`src/rtl/snd_regs_pkg.sv`:
```
package snd_regs_pkg;
  localparam int DW        = 8;
  localparam int NREG      = 20;
  localparam int A_MASTER  = 20;
  localparam int ADDR_W    = 6;
  localparam logic [ADDR_W-1:0] WAVE_BASE = 6'h20;

  typedef enum logic [1:0] {K_PLAIN, K_DUTYLEN, K_LENGTH} reg_kind_t;

  function automatic reg_kind_t reg_kind(input logic [4:0] idx);
    case (idx)
      5'd1, 5'd5:   return K_DUTYLEN;
      5'd10, 5'd14: return K_LENGTH;
      default:      return K_PLAIN;
    endcase
  endfunction

  function automatic logic [DW-1:0] reg_mask(input logic [4:0] idx);
    case (idx)
      5'd0:                         return 8'h80;
      5'd1, 5'd5:                   return 8'h3F;
      5'd3, 5'd7, 5'd12:            return 8'hFF;
      5'd10, 5'd14:                 return 8'hFF;
      5'd4, 5'd8, 5'd13, 5'd17:     return 8'hBF;
      5'd9:                         return 8'h7F;
      5'd11:                        return 8'h9F;
      default:                      return 8'h00;
    endcase
  endfunction

  // value kept by a write that arrives while the unit is unpowered
  function automatic logic [DW-1:0] off_value(input reg_kind_t k,
                                              input logic [DW-1:0] d,
                                              input bit orig);
    case (k)
      K_DUTYLEN: return orig ? {2'b00, d[5:0]} : 8'h00;
      K_LENGTH:  return orig ? d : 8'h00;
      default:   return 8'h00;
    endcase
  endfunction
endpackage

```
`src/rtl/snd_ctl_regs.sv`:
```
module snd_ctl_regs
  import snd_regs_pkg::*;
#(
  parameter bit ORIG_STYLE = 1'b1
) (
  input  logic               clk,
  input  logic               rst_n,
  input  logic               wr_go,
  input  logic [4:0]         wr_idx,
  input  logic [DW-1:0]      wr_data,
  output logic [NREG*DW-1:0] regs_flat,
  output logic               pwr,
  output logic               pwr_off_evt
);
  logic [DW-1:0] regs [NREG];
  logic          master_wr;
  logic          chan_wr;
  logic [DW-1:0] gated;

  assign master_wr   = wr_go && (wr_idx == 5'(A_MASTER));
  assign chan_wr     = wr_go && (wr_idx < 5'(NREG));
  assign pwr_off_evt = master_wr && !wr_data[7];

  always_comb begin
    gated = pwr ? wr_data : off_value(reg_kind(wr_idx), wr_data, ORIG_STYLE);
  end

  always_ff @(posedge clk or negedge rst_n) begin
    if (!rst_n) begin
      pwr <= 1'b0;
      for (int i = 0; i < NREG; i++) regs[i] <= '0;
    end else begin
      if (master_wr) pwr <= wr_data[7];
      if (pwr_off_evt) begin
        for (int i = 0; i < NREG; i++) regs[i] <= '0;
      end else if (chan_wr) begin
        regs[wr_idx] <= gated;
      end
    end
  end

  for (genvar g = 0; g < NREG; g++) begin : g_flat
    assign regs_flat[g*DW +: DW] = regs[g];
  end
endmodule

```
`src/rtl/snd_wave_ram.sv`:
```
module snd_wave_ram
  import snd_regs_pkg::*;
#(
  parameter int WAVE_BYTES = 16,
  parameter bit ORIG_STYLE = 1'b1,
  localparam int IDX_W = $clog2(WAVE_BYTES),
  localparam int POS_W = IDX_W + 1
) (
  input  logic             clk,
  input  logic             rst_n,
  input  logic             wr_go,
  input  logic [IDX_W-1:0] lo_idx,
  input  logic [DW-1:0]    wr_data,
  input  logic             playing,
  input  logic             readable,
  input  logic [POS_W-1:0] pos,
  output logic [DW-1:0]    rd_byte,
  output logic [IDX_W-1:0] win_idx,
  output logic             access_ok
);
  logic [DW-1:0]    ram [WAVE_BYTES];
  logic [IDX_W-1:0] eff_idx;

  always_comb begin
    win_idx   = pos[POS_W-1:1];
    access_ok = !playing || !ORIG_STYLE || readable;
    eff_idx   = playing ? win_idx : lo_idx;
    rd_byte   = access_ok ? ram[eff_idx] : 8'hFF;
  end

  always_ff @(posedge clk or negedge rst_n) begin
    if (!rst_n) begin
      for (int i = 0; i < WAVE_BYTES; i++) ram[i] <= '0;
    end else if (wr_go && access_ok) begin
      ram[eff_idx] <= wr_data;
    end
  end
endmodule

```
`src/rtl/snd_regbank.sv`:
```
module snd_regbank
  import snd_regs_pkg::*;
#(
  parameter int WAVE_BYTES = 16,
  parameter bit ORIG_STYLE = 1'b1,
  localparam int IDX_W = $clog2(WAVE_BYTES),
  localparam int POS_W = IDX_W + 1
) (
  input  logic               clk,
  input  logic               rst_n,
  input  logic [ADDR_W-1:0]  addr,
  input  logic               wr_en,
  input  logic [DW-1:0]      wr_data,
  output logic [DW-1:0]      rd_data,
  input  logic [3:0]         chan_active,
  input  logic               wave_playing,
  input  logic               wave_readable,
  input  logic [POS_W-1:0]   wave_pos,
  output logic [NREG*DW-1:0] regs_o,
  output logic               power_o,
  output logic [IDX_W-1:0]   wave_sel_o
);
  logic          reg_hit;
  logic          master_hit;
  logic          wave_hit;
  logic          pwr_off_evt;
  logic          wave_ok;
  logic [DW-1:0] wave_rd;

  assign reg_hit    = (addr[5] == 1'b0) && (addr[4:0] < 5'(NREG));
  assign master_hit = (addr == ADDR_W'(A_MASTER));
  assign wave_hit   = (int'(addr) >= int'(WAVE_BASE)) &&
                      (int'(addr) <  int'(WAVE_BASE) + WAVE_BYTES);

  snd_ctl_regs #(.ORIG_STYLE(ORIG_STYLE)) u_ctl (
    .clk         (clk),
    .rst_n       (rst_n),
    .wr_go       (wr_en && (reg_hit || master_hit)),
    .wr_idx      (addr[4:0]),
    .wr_data     (wr_data),
    .regs_flat   (regs_o),
    .pwr         (power_o),
    .pwr_off_evt (pwr_off_evt)
  );

  snd_wave_ram #(.WAVE_BYTES(WAVE_BYTES), .ORIG_STYLE(ORIG_STYLE)) u_wave (
    .clk       (clk),
    .rst_n     (rst_n),
    .wr_go     (wr_en && wave_hit),
    .lo_idx    (addr[IDX_W-1:0]),
    .wr_data   (wr_data),
    .playing   (wave_playing),
    .readable  (wave_readable),
    .pos       (wave_pos),
    .rd_byte   (wave_rd),
    .win_idx   (wave_sel_o),
    .access_ok (wave_ok)
  );

  always_comb begin
    rd_data = 8'hFF;
    if (reg_hit)
      rd_data = regs_o[int'(addr[4:0])*DW +: DW] | reg_mask(addr[4:0]);
    else if (master_hit)
      rd_data = {power_o, 3'b111, chan_active};
    else if (wave_hit)
      rd_data = wave_rd;
  end
endmodule

```
`config.mk`:
```
export PLATFORM = sky130hd
export DESIGN_NAME = snd_regbank
export DESIGN_NICKNAME = d
export VERILOG_FILES = /design/src/rtl/snd_regs_pkg.sv /design/src/rtl/snd_ctl_regs.sv /design/src/rtl/snd_wave_ram.sv /design/src/rtl/snd_regbank.sv
export SDC_FILE = /design/constraint.sdc
export NUM_CORES = 1
export LEC_CHECK = 0
export ABC_AREA = 1
export BUFFER_PORTS_ARGS = -buffer_cell sky130_fd_sc_hd__buf_2
export CORE_ASPECT_RATIO = 0.9
export CORE_UTILIZATION = 45
export DETAILED_ROUTE_END_ITERATION = 16
export PLACE_DENSITY = 0.65
export SYNTH_ARGS = -nofsm -noshare
export SYNTH_HDL_FRONTEND = slang
export SYNTH_SLANG_ARGS = --single-unit
```
`constraint.sdc`:
```
create_clock -name clk -period 4.6 [get_ports clk]
set_input_delay 1.38 -clock clk [delete_from_list [all_inputs] [get_ports clk]]
set_output_delay 1.38 -clock clk [all_outputs]
set_load 0.05 [all_outputs]
```
Word-level counts from Yosys, hierarchy flattened
Memories as Yosys holds them, arrays and structs flattened. Cells that the tools add are included.

$lt $le $gt $ge: 7. Shift operators: 1. Muxes and demuxes: 20. Equality and inequality tests: 8. Reductions and logical operators: 17. Bitwise operators: 4.

Operators with widths (number): two-way mux 160 bit (2); bitwise mux 160 bit (1); indexed part select 160 x 9 -> 8 bit (1); bitwise mux 128 bit (1); two-way mux 8 bit (10); demux 8 bit (select 5 bit) (1); binary-select mux 8 bit (select 4 bit) (1); demux 8 bit (select 4 bit) (1); case mux 8 bit (2 select lines) (1); >= comparator 6 bit (second input constant) (2); == test 5 x 4 -> 1 bit (second input constant) (2); logical AND 1 bit (10); OR 8 bit (1); == test 6 x 5 -> 1 bit (second input constant) (1); less-than comparator 6 x 1 -> 1 bit (second input constant) (1); less-than comparator 6 bit (second input constant) (1); NOT 5 -> 6 bit (1); == test 5 x 1 -> 1 bit (second input constant) (1); == test 5 x 3 -> 1 bit (second input constant) (1); == test 5 bit (second input constant) (1); >= comparator 5 bit (second input constant) (1); less-than comparator 5 x 1 -> 1 bit (second input constant) (1); less-than comparator 5 bit (second input constant) (1); NOT 4 -> 5 bit (1); 9 further kinds (12).

Flip-flop bits (word level): 289. Bits in read-only memories: 256. Word-level logic and storage cells: 95. Memories: 1.

Memory list: (no name shown) (depth 32, width 8, read ports 1, clocked after memory_dff 0, wr ports 0, RTL line snd_regs_pkg.sv:19) `case (idx)`.

Logic depth before layout (Yosys ltp)
Depth in word-level cells: 9. Mapped depth: 15. Gate-level depth less buffers: 13.

Modules after synthesis
A second synthesis with hierarchy kept.

Cells, all modules: 2154. Area, all modules: 15607.5 µm².

By module, submodules not included: snd_ctl_regs (area each 6936.7 µm², instances 1, cells each 820); snd_wave_ram (area each 6458.7 µm², instances 1, cells each 834); snd_regbank (area each 2212.1 µm², instances 1, cells each 500).

Worst setup path before layout
Ideal clock, no wire load.

Path kind: input to output. Start point: input port addr[0]. End point: output port rd_data[4]. Path buffers: 3. Cell stages on the path: 12. Arrival time: 3.493 ns. Path slack: -0.273 ns. Path through: buf_2 > clkinv_1 > clkbuf_1 > buf_1 > ha_1 > o211ai_1 > nand2_1 > nand2_1 > inv_1 > nand3b_1 > nor2_1 > nor2_1.

Word-level cells in the longest chain between the ends: 9. Elaborated cells on any way between the ends: 19. Classes of those cells: order compare: 3; eq/ne: 1; shift: 1; mux: 9; bitwise: 2; reduce/logical: 2; memory: 1.

RTL lines: start, declared (RTL line snd_regbank.sv:11) `input logic [ADDR_W-1:0] addr,`; two-way mux 4 bit (RTL line snd_wave_ram.sv:27) `eff_idx = playing ? win_idx : lo_idx;`; NOT 4 -> 5 bit (implied by the code) (RTL line snd_wave_ram.sv:28) `rd_byte = access_ok ? ram[eff_idx] : 8'hFF;`; binary-select mux 8 bit (select 4 bit) (RTL line snd_wave_ram.sv:28); two-way mux 8 bit (implied by the code) (2 in a row) (RTL line snd_wave_ram.sv:28); two-way mux 8 bit (RTL line snd_wave_ram.sv:28); two-way mux 8 bit (RTL line snd_regbank.sv:66) `else if (wave_hit)`; two-way mux 8 bit (RTL line snd_regbank.sv:64) `else if (master_hit)`; two-way mux 8 bit * (RTL line snd_regbank.sv:62) `if (reg_hit)`; end, declared (RTL line snd_regbank.sv:14) `output logic [DW-1:0] rd_data,`.

Every way passes the cells marked *; elsewhere a longest branch is shown, timed or not. The select of a mux whose other input is x is not followed.

Final worst setup path
Start point: input port addr[1]. End point: output port rd_data[7].

Same word-level chain as after synthesis.

==> reports/metrics.json <==
{
  "run_status": {"value": "finished, final reports clean"},
  "initial_standard_cell_utilization_of_the_core": {"value": 46.1, "unit": "%"},
  "ys_dominant_reg_cell": {"value": "sky130_fd_sc_hd__dfrtp_1"},
  "wire_per_inst": {"value": 19.0, "unit": "microns"},
  "postSynthRegisterBits": {"value": 289},
  "worstPathRequired": {"value": 3220, "unit": "ps"},
  "yosys.area.top_type": {"value": "sky130_fd_sc_hd__dfrtp_1"},
  "yosys_warnings": {"value": 0},
  "finalWorstPathRequiredPeriod": {"value": 4540, "unit": "ps"},
  "relSlewSlack": {"value": 42.2, "unit": "%"},
  "drt_iter0_markers": {"value": 1455},
  "whs_path_depth": {"value": 2},
  "yosysMostFrequentCell": {"value": "sky130_fd_sc_hd__nand2_1"},
  "clock_root_cell": {"value": "sky130_fd_sc_hd__clkbuf_16"},
  "final_layout_size_suffix_gt1_share": {"value": 17.7, "unit": "%"},
  "clock-sinks": {"value": 289},
  "yosys.area.top_type_share": {"value": 50.5, "unit": "%"},
  "finalNonFillerCells": {"value": 2485},
  "synthTopCellsByArea": {"value": "sky130_fd_sc_hd__dfrtp_1 (51%), sky130_fd_sc_hd__nand2_1 (16%), sky130_fd_sc_hd__nand3_1 (9.1%), sky130_fd_sc_hd__o21ai_0 (6.5%), sky130_fd_sc_hd__o21ai_1 (5.1%)"},
  "post_cts.resized_instances": {"value": 0},
  "cts_buffers": {"value": 34},
  "timing_max_transition_violations_final": {"value": 0},
  "unrepaired_setup_endpoints_after_global_routing": {"value": "false"},
  "syn_inst": {"value": 1879},
  "die_area": {"value": 0.0325, "unit": "sq mm"},
  "min_from": {"value": "u_wave.ram[29]"},
  "clk_latency": {"value": 510, "unit": "ps"},
  "num_vias": {"value": 13836},
  "max_slew.worst_pin.slew": {"value": 867, "unit": "ps"},
  "initial_antenna_violation_count": {"value": 2},
  "finalWirelength": {"value": 47200, "unit": "microns"},
  "cts-root-to-sink-buffers": {"value": 3},
  "r2r-end": {"value": "u_ctl.regs_flat[69]"},
  "synthesis.area_per_instance": {"value": 7.62, "unit": "sq um"},
  "timing.hold.worst.class": {"value": "register to register"},
  "crit_fanout": {"value": 22},
  "rows": {"value": 61},
  "post_synth_most_frequent_cells": {"value": "sky130_fd_sc_hd__nand2_1 (612), sky130_fd_sc_hd__dfrtp_1 (289), sky130_fd_sc_hd__nand3_1 (260), sky130_fd_sc_hd__o21ai_0 (185), sky130_fd_sc_hd__o21ai_1 (146)"},
  "synthToLayoutAreaGrowth": {"value": 20.4, "unit": "%"},
  "fmax": {"value": 0.220, "unit": "GHz"},
  "cts.reportedPaths.clkPinSlew": {"value": 50, "unit": "ps"},
  "netlist_area": {"value": 0.0143, "unit": "sq mm"},
  "final-hold-violation-count": {"value": 0},
  "cts_tree": {"value": "done"},
  "total_switching_power": {"value": 0.00238, "unit": "W"},
  "avgViaCountPerCell": {"value": 5.57},
  "worstReg2RegStart": {"value": "u_ctl.pwr"},
  "number_of_buffers_added_on_ports": {"value": 199},
  "report.final.setup_viol": {"value": 0},
  "htree_num_levels": {"value": 2},
  "die-height": {"value": 171, "unit": "microns"},
  "comb_power_share": {"value": 21.4, "unit": "%"},
  "groute.usage.overall": {"value": 29.0, "unit": "%"},
  "layout.nets": {"value": 2085},
  "synthesis.nets": {"value": 1913},
  "power.share.switching": {"value": 32.8, "unit": "%"},
  "gp_routability_congestion": {"value": 0.942},
  "drcViolationCount": {"value": 0},
  "maximum_number_of_pins_on_one_net_before_global_route_repair": {"value": 163},
  "post-place-cells": {"value": 2423},
  "firstDrtPassIters": {"value": 6},
  "synthArstFlopShare": {"value": 100, "unit": "%"},
  "detailed_place_hpwl": {"value": 31800, "unit": "microns"},
  "setup.worst_path.end_class": {"value": "primary output"},
  "fp.coreArea": {"value": 0.0311, "unit": "sq mm"},
  "die_w": {"value": 190, "unit": "microns"},
  "period_share": {"value": 98.7, "unit": "%"},
  "holdBufCountCts": {"value": 0},
  "synthDistinctLibCells": {"value": 33},
  "worst_ir_drop_vdd": {"value": 0.295, "unit": "mV"},
  "global_route.overflow_total": {"value": 0},
  "post_cts_buffers": {"value": 0},
  "boundaryPins": {"value": 201},
  "cp_data_arrival_time": {"value": 3160, "unit": "ps"},
  "synth_edf_count": {"value": 0},
  "hold_slack": {"value": 483, "unit": "ps"},
  "grt_pass1_vias": {"value": 12713},
  "p_seq_share": {"value": 41.7, "unit": "%"},
  "critPathKind": {"value": "input pin to primary output"},
  "fin_worst_skew": {"value": 12.5, "unit": "ps"},
  "timing.critical_path.from_type": {"value": "input pin"},
  "p_int": {"value": 0.00487, "unit": "W"},
  "grt_first_pass_wirelength": {"value": 73300, "unit": "microns"},
  "power_density": {"value": 420, "unit": "mW/mm^2"},
  "reg2reg_setup_slack": {"value": 2890, "unit": "ps"},
  "cap_viol_max_count": {"value": 0},
  "min_delay_worst_endpoint": {"value": "u_wave.ram[29]"},
  "antenna_violating_nets_post_route": {"value": 0},
  "leakagePower": {"value": 8.79, "unit": "nW"},
  "yosysSeqAreaShare": {"value": 50.5, "unit": "%"},
  "worst_r2r_path_depth": {"value": 6},
  "clkPwrFrac": {"value": 36.9, "unit": "%"}
}
power by group through the flow:
stage                     clock network (W)  registers (W)  logic, W
after CTS                           0.00271        0.00302   0.00154
after floorplan                           0        0.00342  0.000632
final                               0.00267        0.00302   0.00155
after global placement                    0        0.00305   0.00151
after detailed placement                  0        0.00306   0.00154
after global routing                0.00283        0.00305   0.00168
sequential cells by signal, indices dropped and copies added (netlist names):
register,count
u_ctl.pwr,1
u_wave.ram,128
u_ctl.regs_flat,160
cells by family after synthesis:
kind of cell | Yosys count | share of synthesized area [%]
and+or+nand+nor | 1029 | 30.3
DFF | 289 | 50.5
AOI/OAI and AO/OA | 365 | 13.2
adders and majority gates | 6 | 0.524
buffers and inverters | 190 | 5.54
final cells by class:
class / instances / area (sq um)
Antenna cell: 3 / 7.51
Clock buffer: 55 / 1080
Clock inverter: 3 / 25.0
Fill cell: 2977 / 13800
Inverter: 50 / 188
Multi-Input combinational cell: 1400 / 6320
Sequential cell: 289 / 7230
Tap cell: 409 / 512
Timing Repair Buffer: 276 / 1860
through the flow:
step,utilization [%],setup TNS [ps],total power [W],setup WS [ps],instance area [sq um]
floorplan,-,-54.3,0.00405,-54.3,14300
global placement,51.7,0,0.00456,29.5,16100
detailed placement,51.7,0,0.00460,27.0,16100
CTS,55.3,0,0.00727,10.3,17200
global route,55.5,0,0.00757,0.950,17200
finish,55.5,0,0.00725,58.1,17200
worst max path at each step:
stage,slack (ps),depth (start not counted),to,start
after global placement,30,9,rd_data[7],addr[0]
after floorplan,-50,12,rd_data[4],addr[0]
after global routing,1,13,rd_data[0],addr[0]
after CTS,10,9,rd_data[7],addr[0]
final,60,12,rd_data[7],addr[1]
after detailed placement,30,9,rd_data[7],addr[0]
layer usage:
metal / vias up / part of all wire [%] / global-route usage (%)
li1: 6540 / - / -
met1: 6656 / 46 / 43.7
met2: 570 / 43 / 41.9
met3: 70 / 8.5 / 5.73
met4: 0 / 2.5 / 8.45
met5: - / 0 / 0
cells in the final DEF, fill, tap and decap left out, drive strengths merged:
| master | netlist | final |
|---|---|---|
| a21oi | 9 | 9 |
| nor2 | 128 | 128 |
| ha | 6 | 6 |
| nor4 | 1 | 1 |
| o22ai | 11 | 11 |
| buf | 55 | 272 |
| clkbuf | 85 | 59 |
| o21ai | 331 | 331 |
| o211ai | 4 | 4 |
| o21bai | 6 | 6 |
| nand3b | 1 | 1 |
| o31ai | 1 | 1 |
| inv | 49 | 51 |
| diode | 0 | 3 |
| nand4 | 6 | 6 |
| nand2 | 627 | 627 |
| a21boi | 2 | 2 |
| a31oi | 1 | 1 |
| clkinv | 1 | 2 |
| nor3 | 5 | 5 |
| dfrtp | 289 | 289 |
| nand3 | 261 | 261 |
worst max-delay path, stage by stage:
cell	delay (ps)
sky130_fd_sc_hd__buf_2	180
sky130_fd_sc_hd__inv_2	120
sky130_fd_sc_hd__o21ai_2	360
sky130_fd_sc_hd__inv_1	140
sky130_fd_sc_hd__buf_12	190
sky130_fd_sc_hd__nand2_1	70
sky130_fd_sc_hd__nand2_1	90
sky130_fd_sc_hd__nand2_1	80
sky130_fd_sc_hd__nand3_1	70
sky130_fd_sc_hd__o21bai_1	120
sky130_fd_sc_hd__nand2_1	100
sky130_fd_sc_hd__clkbuf_4	220
Note: power is estimated with default switching activity, not from simulation.
